==> src/rtl/gps_pkg.sv <==
package gps_pkg;

    typedef enum logic [1:0] {
        ST_IDLE  = 2'd0,
        ST_RUN   = 2'd1,
        ST_STALL = 2'd2
    } gps_state_e;

endpackage

==> src/rtl/gps_quota_scale.sv <==
module gps_quota_scale #(
    parameter int PCT_W      = 7,
    parameter int LEN_W      = 7,
    parameter int FULL_SCALE = 100
) (
    input  logic [PCT_W-1:0] pct,
    input  logic [LEN_W-1:0] len,
    output logic [LEN_W-1:0] quota
);
    localparam int PROD_W = PCT_W + LEN_W;

    logic [PCT_W-1:0]  pct_c;
    logic [PROD_W-1:0] prod;

    // Share is clamped to full scale, then scaled to the interval length.
    always_comb begin
        pct_c = (pct > PCT_W'(FULL_SCALE)) ? PCT_W'(FULL_SCALE) : pct;
        prod  = PROD_W'(pct_c) * PROD_W'(len);
        quota = LEN_W'(prod / PROD_W'(FULL_SCALE));
    end
endmodule

==> src/rtl/gps_slot_counter.sv <==
module gps_slot_counter #(
    parameter int CNT_W = 7
) (
    input  logic             clk,
    input  logic             rst_n,
    input  logic             load,
    input  logic [CNT_W-1:0] load_val,
    input  logic             take,
    output logic [CNT_W-1:0] eff,
    output logic [CNT_W-1:0] nxt,
    output logic [CNT_W-1:0] held
);
    logic [CNT_W-1:0] rem_q;

    always_comb begin
        eff  = load ? load_val : rem_q;
        nxt  = eff - {{(CNT_W-1){1'b0}}, take};
        held = rem_q;
    end

    always_ff @(posedge clk) begin
        if (!rst_n) rem_q <= '0;
        else        rem_q <= nxt;
    end
endmodule

==> src/rtl/gps_pick.sv <==
module gps_pick #(
    parameter int N     = 4,
    parameter int IDX_W = 2
) (
    input  logic [N-1:0]     req,
    output logic [IDX_W-1:0] idx,
    output logic             hit
);
    // Lowest index wins: scan from the top so the last write is the lowest.
    always_comb begin
        hit = |req;
        idx = '0;
        for (int i = N - 1; i >= 0; i--) begin
            if (req[i]) idx = IDX_W'(i);
        end
    end
endmodule

==> src/rtl/gps_sched.sv <==
module gps_sched #(
    parameter  int NUM_SLOTS  = 4,
    parameter  int PCT_W      = 7,
    parameter  int LEN_W      = 7,
    parameter  int FULL_SCALE = 100,
    localparam int IDX_W      = (NUM_SLOTS > 1) ? $clog2(NUM_SLOTS) : 1
) (
    input  logic                       clk,
    input  logic                       rst_n,
    input  logic                       ivl_start,
    input  logic [LEN_W-1:0]           ivl_len,
    input  logic [NUM_SLOTS-1:0]       slot_active,
    input  logic [NUM_SLOTS*PCT_W-1:0] slot_pct,
    input  logic [NUM_SLOTS-1:0]       win_ready,
    output logic [IDX_W-1:0]           sel_slot,
    output logic                       sel_valid,
    output logic                       cycle_needed
);
    import gps_pkg::*;

    gps_state_e state_q, state_d;

    logic [NUM_SLOTS-1:0] pend_now;
    logic [NUM_SLOTS-1:0] pend_after;
    logic [NUM_SLOTS-1:0] pend_held;
    logic [NUM_SLOTS-1:0] cand;
    logic [NUM_SLOTS-1:0] take;
    logic [IDX_W-1:0]     pick_idx;
    logic                 pick_hit;
    logic                 enable;

    // Per-slot budget: scaler feeding a reloadable down-counter.
    for (genvar s = 0; s < NUM_SLOTS; s++) begin : g_slot
        logic [LEN_W-1:0] quota;
        logic [LEN_W-1:0] eff;
        logic [LEN_W-1:0] nxt;
        logic [LEN_W-1:0] held;

        gps_quota_scale #(
            .PCT_W      (PCT_W),
            .LEN_W      (LEN_W),
            .FULL_SCALE (FULL_SCALE)
        ) u_scale (
            .pct   (slot_pct[s*PCT_W +: PCT_W]),
            .len   (ivl_len),
            .quota (quota)
        );

        gps_slot_counter #(
            .CNT_W (LEN_W)
        ) u_cnt (
            .clk      (clk),
            .rst_n    (rst_n),
            .load     (ivl_start),
            .load_val (quota),
            .take     (take[s]),
            .eff      (eff),
            .nxt      (nxt),
            .held     (held)
        );

        always_comb begin
            pend_now[s]   = slot_active[s] && (eff  != '0);
            pend_after[s] = slot_active[s] && (nxt  != '0);
            pend_held[s]  = slot_active[s] && (held != '0);
            cand[s]       = pend_now[s] && win_ready[s];
            take[s]       = sel_valid && (sel_slot == IDX_W'(s));
        end
    end

    gps_pick #(
        .N     (NUM_SLOTS),
        .IDX_W (IDX_W)
    ) u_pick (
        .req (cand),
        .idx (pick_idx),
        .hit (pick_hit)
    );

    // State register.
    always_ff @(posedge clk) begin
        if (!rst_n) state_q <= ST_IDLE;
        else        state_q <= state_d;
    end

    // Next-state logic: start-IDLE, exhaust, wake, restart.
    always_comb begin
        state_d = state_q;
        unique case (state_q)
            ST_IDLE: begin
                if (ivl_start) state_d = (|pend_after) ? ST_RUN : ST_STALL;
            end
            ST_RUN: begin
                state_d = (|pend_after) ? ST_RUN : ST_STALL;
            end
            ST_STALL: begin
                if (ivl_start)       state_d = (|pend_after) ? ST_RUN : ST_STALL;
                else if (|pend_held) state_d = ST_RUN;
            end
            default: state_d = ST_IDLE;
        endcase
    end

    // Outputs.
    always_comb begin
        enable = 1'b0;
        unique case (state_q)
            ST_IDLE:  enable = ivl_start;
            ST_RUN:   enable = 1'b1;
            ST_STALL: enable = ivl_start;
            default:  enable = 1'b0;
        endcase
        sel_valid    = enable && pick_hit;
        sel_slot     = sel_valid ? pick_idx : '0;
        cycle_needed = enable && (|pend_now);
    end
endmodule

==> config.mk <==
export PLATFORM = sky130hd
export DESIGN_NAME = gps_sched
export DESIGN_NICKNAME = d
export VERILOG_FILES = /design/src/rtl/gps_pkg.sv /design/src/rtl/gps_quota_scale.sv /design/src/rtl/gps_slot_counter.sv /design/src/rtl/gps_pick.sv /design/src/rtl/gps_sched.sv
export SDC_FILE = /design/constraint.sdc
export NUM_CORES = 1
export LEC_CHECK = 0
export BUFFER_PORTS_ARGS = -buffer_cell sky130_fd_sc_hd__buf_2
export CAP_MARGIN = 10
export CORE_MARGIN = 4
export CORE_UTILIZATION = 40
export CTS_CLUSTER_SIZE = 25
export DETAILED_ROUTE_END_ITERATION = 10
export RECOVER_POWER = 100
export SETUP_SLACK_MARGIN = 0.5
export SYNTH_ARGS = -nofsm -noshare
export SYNTH_HDL_FRONTEND = slang
export SYNTH_SLANG_ARGS = --single-unit
==> constraint.sdc <==
create_clock -name clk -period 14 [get_ports clk]
set_clock_uncertainty 0.05 [all_clocks]
set_input_delay 2.1 -clock clk [delete_from_list [all_inputs] [get_ports clk]]
set_output_delay 2.1 -clock clk [all_outputs]
set_load 0.005 [all_outputs]
# After elaboration in Yosys (flattened, before gate mapping)
# Cells that the tools add are included.
# classes
n_reduce_logical	42
n_addsub	4
div	4
n_mul	4
n_bitwise	0
eq_ne	7
muxes	19
n_lt_le_gt_ge	4
n_shift	0
# op_table
op	count
nonzero test 7 bit	12
divider 14 x 7 -> 14 bit, second input constant	4
multiplier 7 x 7 -> 14 bit	4
two-way mux 7 bit	8
> comparator 7 bit, second input constant	4
subtractor 7 x 1 -> 7 bit	4
logical AND 1 bit	22
two-way mux 2 bit	9
OR reduction 4 bit	4
equality test 2 bit, second input constant	3
case mux 2 bit (3 select lines)	1
equality test 2 x 1 -> 1 bit, second input constant	2
zero test 2 bit	2
!= test 3 bit, second input constant	1
!= test 2 bit, second input constant	1
case mux 1 bit (2 select lines)	1
AND reduction 2 bit	1
OR reduction 2 bit	1
# word_totals
in_bits	46
n_memories	0
regBits	30
word_cells	89
ramBits	0
latchBits	0
romBits	0
out_inout_bits	4

# Logic depth before layout (Yosys ltp)
# logic_depth
ltp_word	22
depth_mapped	46
depth_no_buf	43

# Cells and area by module
# From an unflattened synthesis, not the netlist that was laid out.
# unflattened
hier_cells	1975
area_unflattened_um2	16042.9
# modules_own_cells
module	area_per_inst_um2	cells_each	seq_area_each_um2	n_inst
gps_quota_scale (g_slot[1].u_scale)	3658.5	472	0.0	1
gps_quota_scale (g_slot[2].u_scale)	3368.2	426	0.0	1
gps_quota_scale (g_slot[0].u_scale)	3156.8	394	0.0	1
gps_quota_scale (g_slot[3].u_scale)	3124.2	396	0.0	1
gps_slot_counter	574.3	56	140.1	4
gps_sched	402.9	56	40.0	1
gps_pick	35.0	7	0.0	1

# Worst setup path after synthesis
# No wires, ideal clock.
# synth_timing
kind	input-to-output
from	input port slot_pct[10]
to	output port sel_slot[1]
t_arrival_ns	11.376
path_stages	34
setup_slack_ns	0.474
required_time_ns	11.850
path_buffers	2
cell_sequence	o311ai_0 -> clkbuf_1 -> nand3_1 -> fa_1 -> fa_1 -> inv_1 -> fa_1 -> inv_1 -> fa_1 -> inv_1 -> ha_1 -> buf_2 -> and2_1 -> o21a_1 -> or3_1 -> and3b_1 -> a2111oi_1 -> o21ai_0 -> a22oi_1 -> mux2i_1 -> a2bb2oi_2 -> a311o_1 -> xnor2_1 -> xor2_1 -> a21o_1 -> a31o_2 -> mux2i_1 -> mux2i_1 -> a21oi_1 -> or3_1 -> a211o_1 -> a41o_1 -> o211ai_1 -> nor3b_1
# synth_via
elab_chain_len	11
word_cells_on_any_way	13
classes_between	mul: 1; div: 1; order compare: 1; mux: 5; reduce/logical: 5
# synth_rtl
element	line_no	source
start: declaration	gps_sched.sv:13	input logic [NUM_SLOTS*PCT_W-1:0] slot_pct,
> comparator 7 bit	gps_quota_scale.sv:17	pct_c = (pct > PCT_W'(FULL_SCALE)) ? PCT_W'(FULL_SCALE) : pct;
two-way mux 7 bit *	gps_quota_scale.sv:17	
multiplier 7 x 7 -> 14 bit *	gps_quota_scale.sv:18	prod = PROD_W'(pct_c) * PROD_W'(len);
divider 14 x 7 -> 14 bit *	gps_quota_scale.sv:19	quota = LEN_W'(prod / PROD_W'(FULL_SCALE));
two-way mux 7 bit *	gps_slot_counter.sv:16	eff = load ? load_val : rem_q;
nonzero test 7 bit *	gps_sched.sv:63	pend_now[s] = slot_active[s] && (eff != '0);
logical AND 1 bit *	gps_sched.sv:63	
logical AND 1 bit *	gps_sched.sv:66	cand[s] = pend_now[s] && win_ready[s];
two-way mux 2 bit or OR reduction 4 bit (tied branches)	gps_pick.sv:14, gps_pick.sv:11	
two-way mux 2 bit or logical AND 1 bit (tied branches)	gps_pick.sv:14, gps_sched.sv:113	
two-way mux 2 bit *	gps_sched.sv:114	sel_slot = sel_valid ? pick_idx : '0;
end: declaration	gps_sched.sv:15	output logic [IDX_W-1:0] sel_slot,
# Mark *: on every way between the ends. The rest lies on a longest branch, timed or not.

# Worst setup path in the final report
# layout_timing
from	input port slot_pct[4]
to	output port sel_slot[1]
# layout_via
elab_chain_len	11
word_cells_on_any_way	12
classes_between	mul: 1; div: 1; order compare: 1; mux: 4; reduce/logical: 5
# layout_rtl
element	line_no	source
> comparator 7 bit	gps_quota_scale.sv:17	
two-way mux 7 bit *	gps_quota_scale.sv:17	
multiplier 7 x 7 -> 14 bit *	gps_quota_scale.sv:18	
divider 14 x 7 -> 14 bit *	gps_quota_scale.sv:19	
two-way mux 7 bit *	gps_slot_counter.sv:16	
nonzero test 7 bit *	gps_sched.sv:63	
logical AND 1 bit *	gps_sched.sv:63	
logical AND 1 bit *	gps_sched.sv:66	
OR reduction 4 bit	gps_pick.sv:11	hit = |req;
logical AND 1 bit	gps_sched.sv:113	sel_valid = enable && pick_hit;
two-way mux 2 bit *	gps_sched.sv:114	
# Marked as above.

==> impl_metrics.sql <==
INSERT INTO impl_metrics (metric_group, metric, value, unit) VALUES
('run_status', 'run_status', 'finished clean', ''),
('die', 'die_width', '201.3', 'µm'),
('sta', 'worst_pin_slew', '1.057', 'ns'),
('detailed_routing', 'dr_total_vias', '16140', ''),
('worst_setup_path', 'crit_path_start_kind', 'input pin', ''),
('sta', 'finalHoldViolations', '0', ''),
('global_route', 'grt_max_degree', '55', ''),
('worst_setup_path', 'r2r-start', 'g_slot[0].u_cnt.held[4]', ''),
('detailed_routing', 'drt_first_pass_iters', '6', ''),
('sta', 'slew_margin_rel', '0.2954', ''),
('synth', 'postSynthRegisterBits', '30', ''),
('cts', 'worstSkewPairLatency', '0.28', 'ns'),
('cts', 'cts.root.buffer_cell', 'clkbuf_16', ''),
('worst_setup_path', 'timing.critical_path.slowest_stage_cell', 'or4_1', ''),
('detailed_routing', 'route.final.wire_length', '45780', 'µm'),
('global_route', 'first_global_vias', '15250', ''),
('detailed_routing', 'antenna_violating_nets_post_route', '0', ''),
('worst_setup_path', 'critical_path_arrival', '11.22', 'ns'),
('place', 'hpwl', '34880', 'µm'),
('worst_setup_path', 'max_stage_delay', '0.68', 'ns'),
('worst_setup_path', 'cp-end-kind', 'output pin', ''),
('global_route', 'globalRoute.totalOverflow', '0', ''),
('place', 'place.detailed.instances', '2576', ''),
('die', 'core_area', '0.03670', 'mm²'),
('synth', 'count_of_warnings_emitted_by_yosys', '0', ''),
('sta', 'slew_violations', '0', ''),
('final_layout', 'fillerInstances', '3436', ''),
('sta', 'fmax', '74.78', 'MHz'),
('place', 'routabilityCongestion', '0.9177', ''),
('sta', 'min_period', '13.37', 'ns'),
('synth', 'post-synth-top-area-fraction', '0.1286', ''),
('worst_setup_path', 'category_of_cells_accounting_for_the_largest_share_of_critical_path_delay', 'compound AO/OA/AOI/OAI gates', ''),
('synth', 'synth.distinct_cells', '116', ''),
('final_layout', 'area.growth.synth_to_final', '26.53', '%'),
('cts', 'ctsLongestPathBuffers', '2', ''),
('sta', 'final-setup-viol-count', '0', ''),
('die', 'rows', '70', ''),
('die', 'io_pins', '50', ''),
('synth', 'sequential_share_of_the_synthesized_area', '0.04018', ''),
('min_path', 'min_path_type', 'reg2reg', ''),
('cts', 'number_of_buffers_added_by_the_clock_tree_synthesis_step', '5', ''),
('synth', 'synth.cell_area', '0.01495', 'mm²'),
('synth', 'number_of_enable_type_register_cells_in_the_synthesized_netlist', '0', ''),
('cts', 'cts_tree', 'built', ''),
('synth', 'synth.largest_area_cell', 'fa_1', ''),
('synth', 'ranking_of_synthesized_cells_by_area', 'fa_1 13%, ha_1 11%, and2_1 4.6%', ''),
('run', 'timing.max_cap.violations', '0', ''),
('global_route', 'antenna_found_initial', '0', ''),
('synth', 'ys_dominant_reg_cell', 'dfxtp_1', ''),
('die', 'initial_utilization', '0.4073', ''),
('die', 'fp.dieArea', '0.04053', 'mm²'),
('sta', 'share_of_the_clock_period_used_by_the_worst_path_after_layout', '0.9552', ''),
('cts', 'cts_htree_levels', '2', ''),
('cts', 'clock_sink_count', '30', ''),
('worst_setup_path', 'crit_buf_inv', '11', ''),
('synth', 'syn_avg_cell_area', '7.569', 'µm²'),
('global_route', 'wire_length_of_the_first_global_routing_pass', '74980', 'µm'),
('worst_setup_path', 'critical-path-top-cell-by-count', 'buf_4', ''),
('worst_setup_path', 'cp.required', '11.85', 'ns'),
('worst_setup_path', 'cp_max_fanout', '12', ''),
('final_layout', 'post_route_cells_drive_above_1_share', '0.2545', ''),
('worst_setup_path', 'criticalPathCategory', 'in2out', ''),
('min_path', 'min-delay-start', 'state_q[0]', ''),
('worst_setup_path', 'crit_start', 'slot_pct[4]', ''),
('detailed_routing', 'routedWlPerCell', '17.28', 'µm'),
('detailed_routing', 'drc', '0', ''),
('sta', 'grt_setup_unrepaired', 'true', ''),
('sta', 'tns', '0', 'ns'),
('detailed_routing', 'initialDrtViolationCount', '1127', ''),
('cts', 'clk_pin_slew', '0.05', 'ns'),
('final_layout', 'num-nets-final', '2458', ''),
('synth', 'ys_async_sr_fraction', '0', ''),
('final_layout', 'insertedDiodeCount', '0', ''),
('place', 'placement.io_buffers', '49', ''),
('synth', 'synthesis.nets', '2253', ''),
('final_layout', 'instances_no_fill', '2649', ''),
('global_route', 'grt_use_total', '0.2096', ''),
('detailed_routing', 'routed_via_count_divided_by_cell_count', '6.092', ''),
('synth', 'synthesis.instances', '1975', ''),
('die', 'fp.dieH', '201.3', 'µm');
-- layer usage --
| layer | vias to the layer above | wire, µm | global-route usage |
|---|---|---|---|
| met4 | 0 | 689 | 0.03491 |
| met3 | 53 | 2136 | 0.01837 |
| li1 | 7850 | - | - |
| met2 | 488 | 20960 | 0.3429 |
| met1 | 7746 | 21990 | 0.3067 |
| met5 | - | 0 | 0 |
-- worst min-delay path, delay by kind of cell, from the launching register on --
family | cells | cell delay [ns]
flip-flops | 1 | 0.36
AO/OA/AOI/OAI | 1 | 0.04
AND/OR/NAND/NOR | 1 | 0.13
-- logic make-up after synthesis --
kind of cell    synth area share
fa+ha+maj                 0.2472
mux                      0.03256
flops                    0.04018
buf+inv                  0.04779
compound gates            0.3068
simple gates              0.2664
xor+xnor                 0.05909
-- Yosys cell counts (33+ instances only) --
cell	count
and3_1	80
a21o_1	34
nand3_1	60
o211ai_1	42
xor2_1	33
inv_1	117
clkbuf_1	54
xnor2_1	66
ha_1	136
a21oi_1	101
nand2_1	146
nor3_1	45
o21ai_0	87
and2_1	110
nor2b_1	47
nor2_1	138
fa_1	96
-- through the flow --
step	instance area [µm²]	utilization	setup slack, ns	hold slack (ns)
CTS	17540	0.4780	0.5000	0.5189
global placement	16660	0.4539	-0.03962	0.4976
detailed placement	16660	0.4539	-0.09101	0.5151
global route	18910	0.5154	0.1734	0.5609
finish	18910	0.5154	0.6277	0.5307
floorplan	14950	-	0.5434	0.4798
-- final cells by class --
| type | count | area [µm²] | area share |
|---|---|---|---|
| multi-input combinational | 1760 | 15170 | 0.8019 |
| timing repair buffer | 266 | 1954 | 0.1033 |
| sequential | 30 | 600.6 | 0.03175 |
| tap | 468 | 585.6 | 0.03096 |
| inverter | 117 | 439.2 | 0.02322 |
| clock buffer | 8 | 166.4 | 0.008798 |
-- worst paths after layout --
path | slack [ns] | cells past startpoint | to
worst max-delay path | 0.63 | 40 | sel_slot[1]
worst min-delay path | 0.53 | 2 | state_q[1]
worst max register to register | 10.26 | 15 | state_q[0]
worst min register to register | 0.53 | 2 | state_q[1]
-- layout by cell type (no fill, tap or decap), types with 10 or more instances in the layout --
| cell | n |
|---|---|
| buf_4 | 209 |
| nand2_1 | 139 |
| nor2_1 | 130 |
| ha_1 | 126 |
| inv_1 | 114 |
| and2_1 | 103 |
| fa_1 | 95 |
| a21oi_1 | 89 |
| and3_1 | 78 |
| o21ai_0 | 69 |
| xnor2_1 | 57 |
| nand3_1 | 57 |
| nor2b_1 | 44 |
| buf_2 | 43 |
| o211ai_1 | 42 |
| nor3_1 | 37 |
| a21o_1 | 33 |
| dfxtp_1 | 30 |
| xor2_1 | 24 |
| nand4_1 | 23 |
| a211oi_1 | 22 |
| o21a_1 | 21 |
| a31oi_1 | 21 |
| o21ai_1 | 17 |
| mux2i_1 | 17 |
| or3_1 | 16 |
| o21ai_2 | 16 |
| o31ai_1 | 16 |
| a21oi_2 | 13 |
| nand2b_1 | 12 |
| buf_6 | 12 |
| a211o_1 | 11 |
| o22ai_1 | 10 |
| mux2_2 | 10 |
-- what timing repair did --
action,CTS,global route
gates cloned,1,0
pin swaps,42,112
setup endpoints to repair,6,6
resized for setup,109,213
setup buffers,26,38
hold buffers,0,0
-- registers in the layout, summed over array words and instances (netlist names) --
name	cells
state_q	2
g_slot.u_cnt.held	28
Power is not shown: default switching activity piles up to over one toggle a cycle in this logic, so the estimate is an artifact.
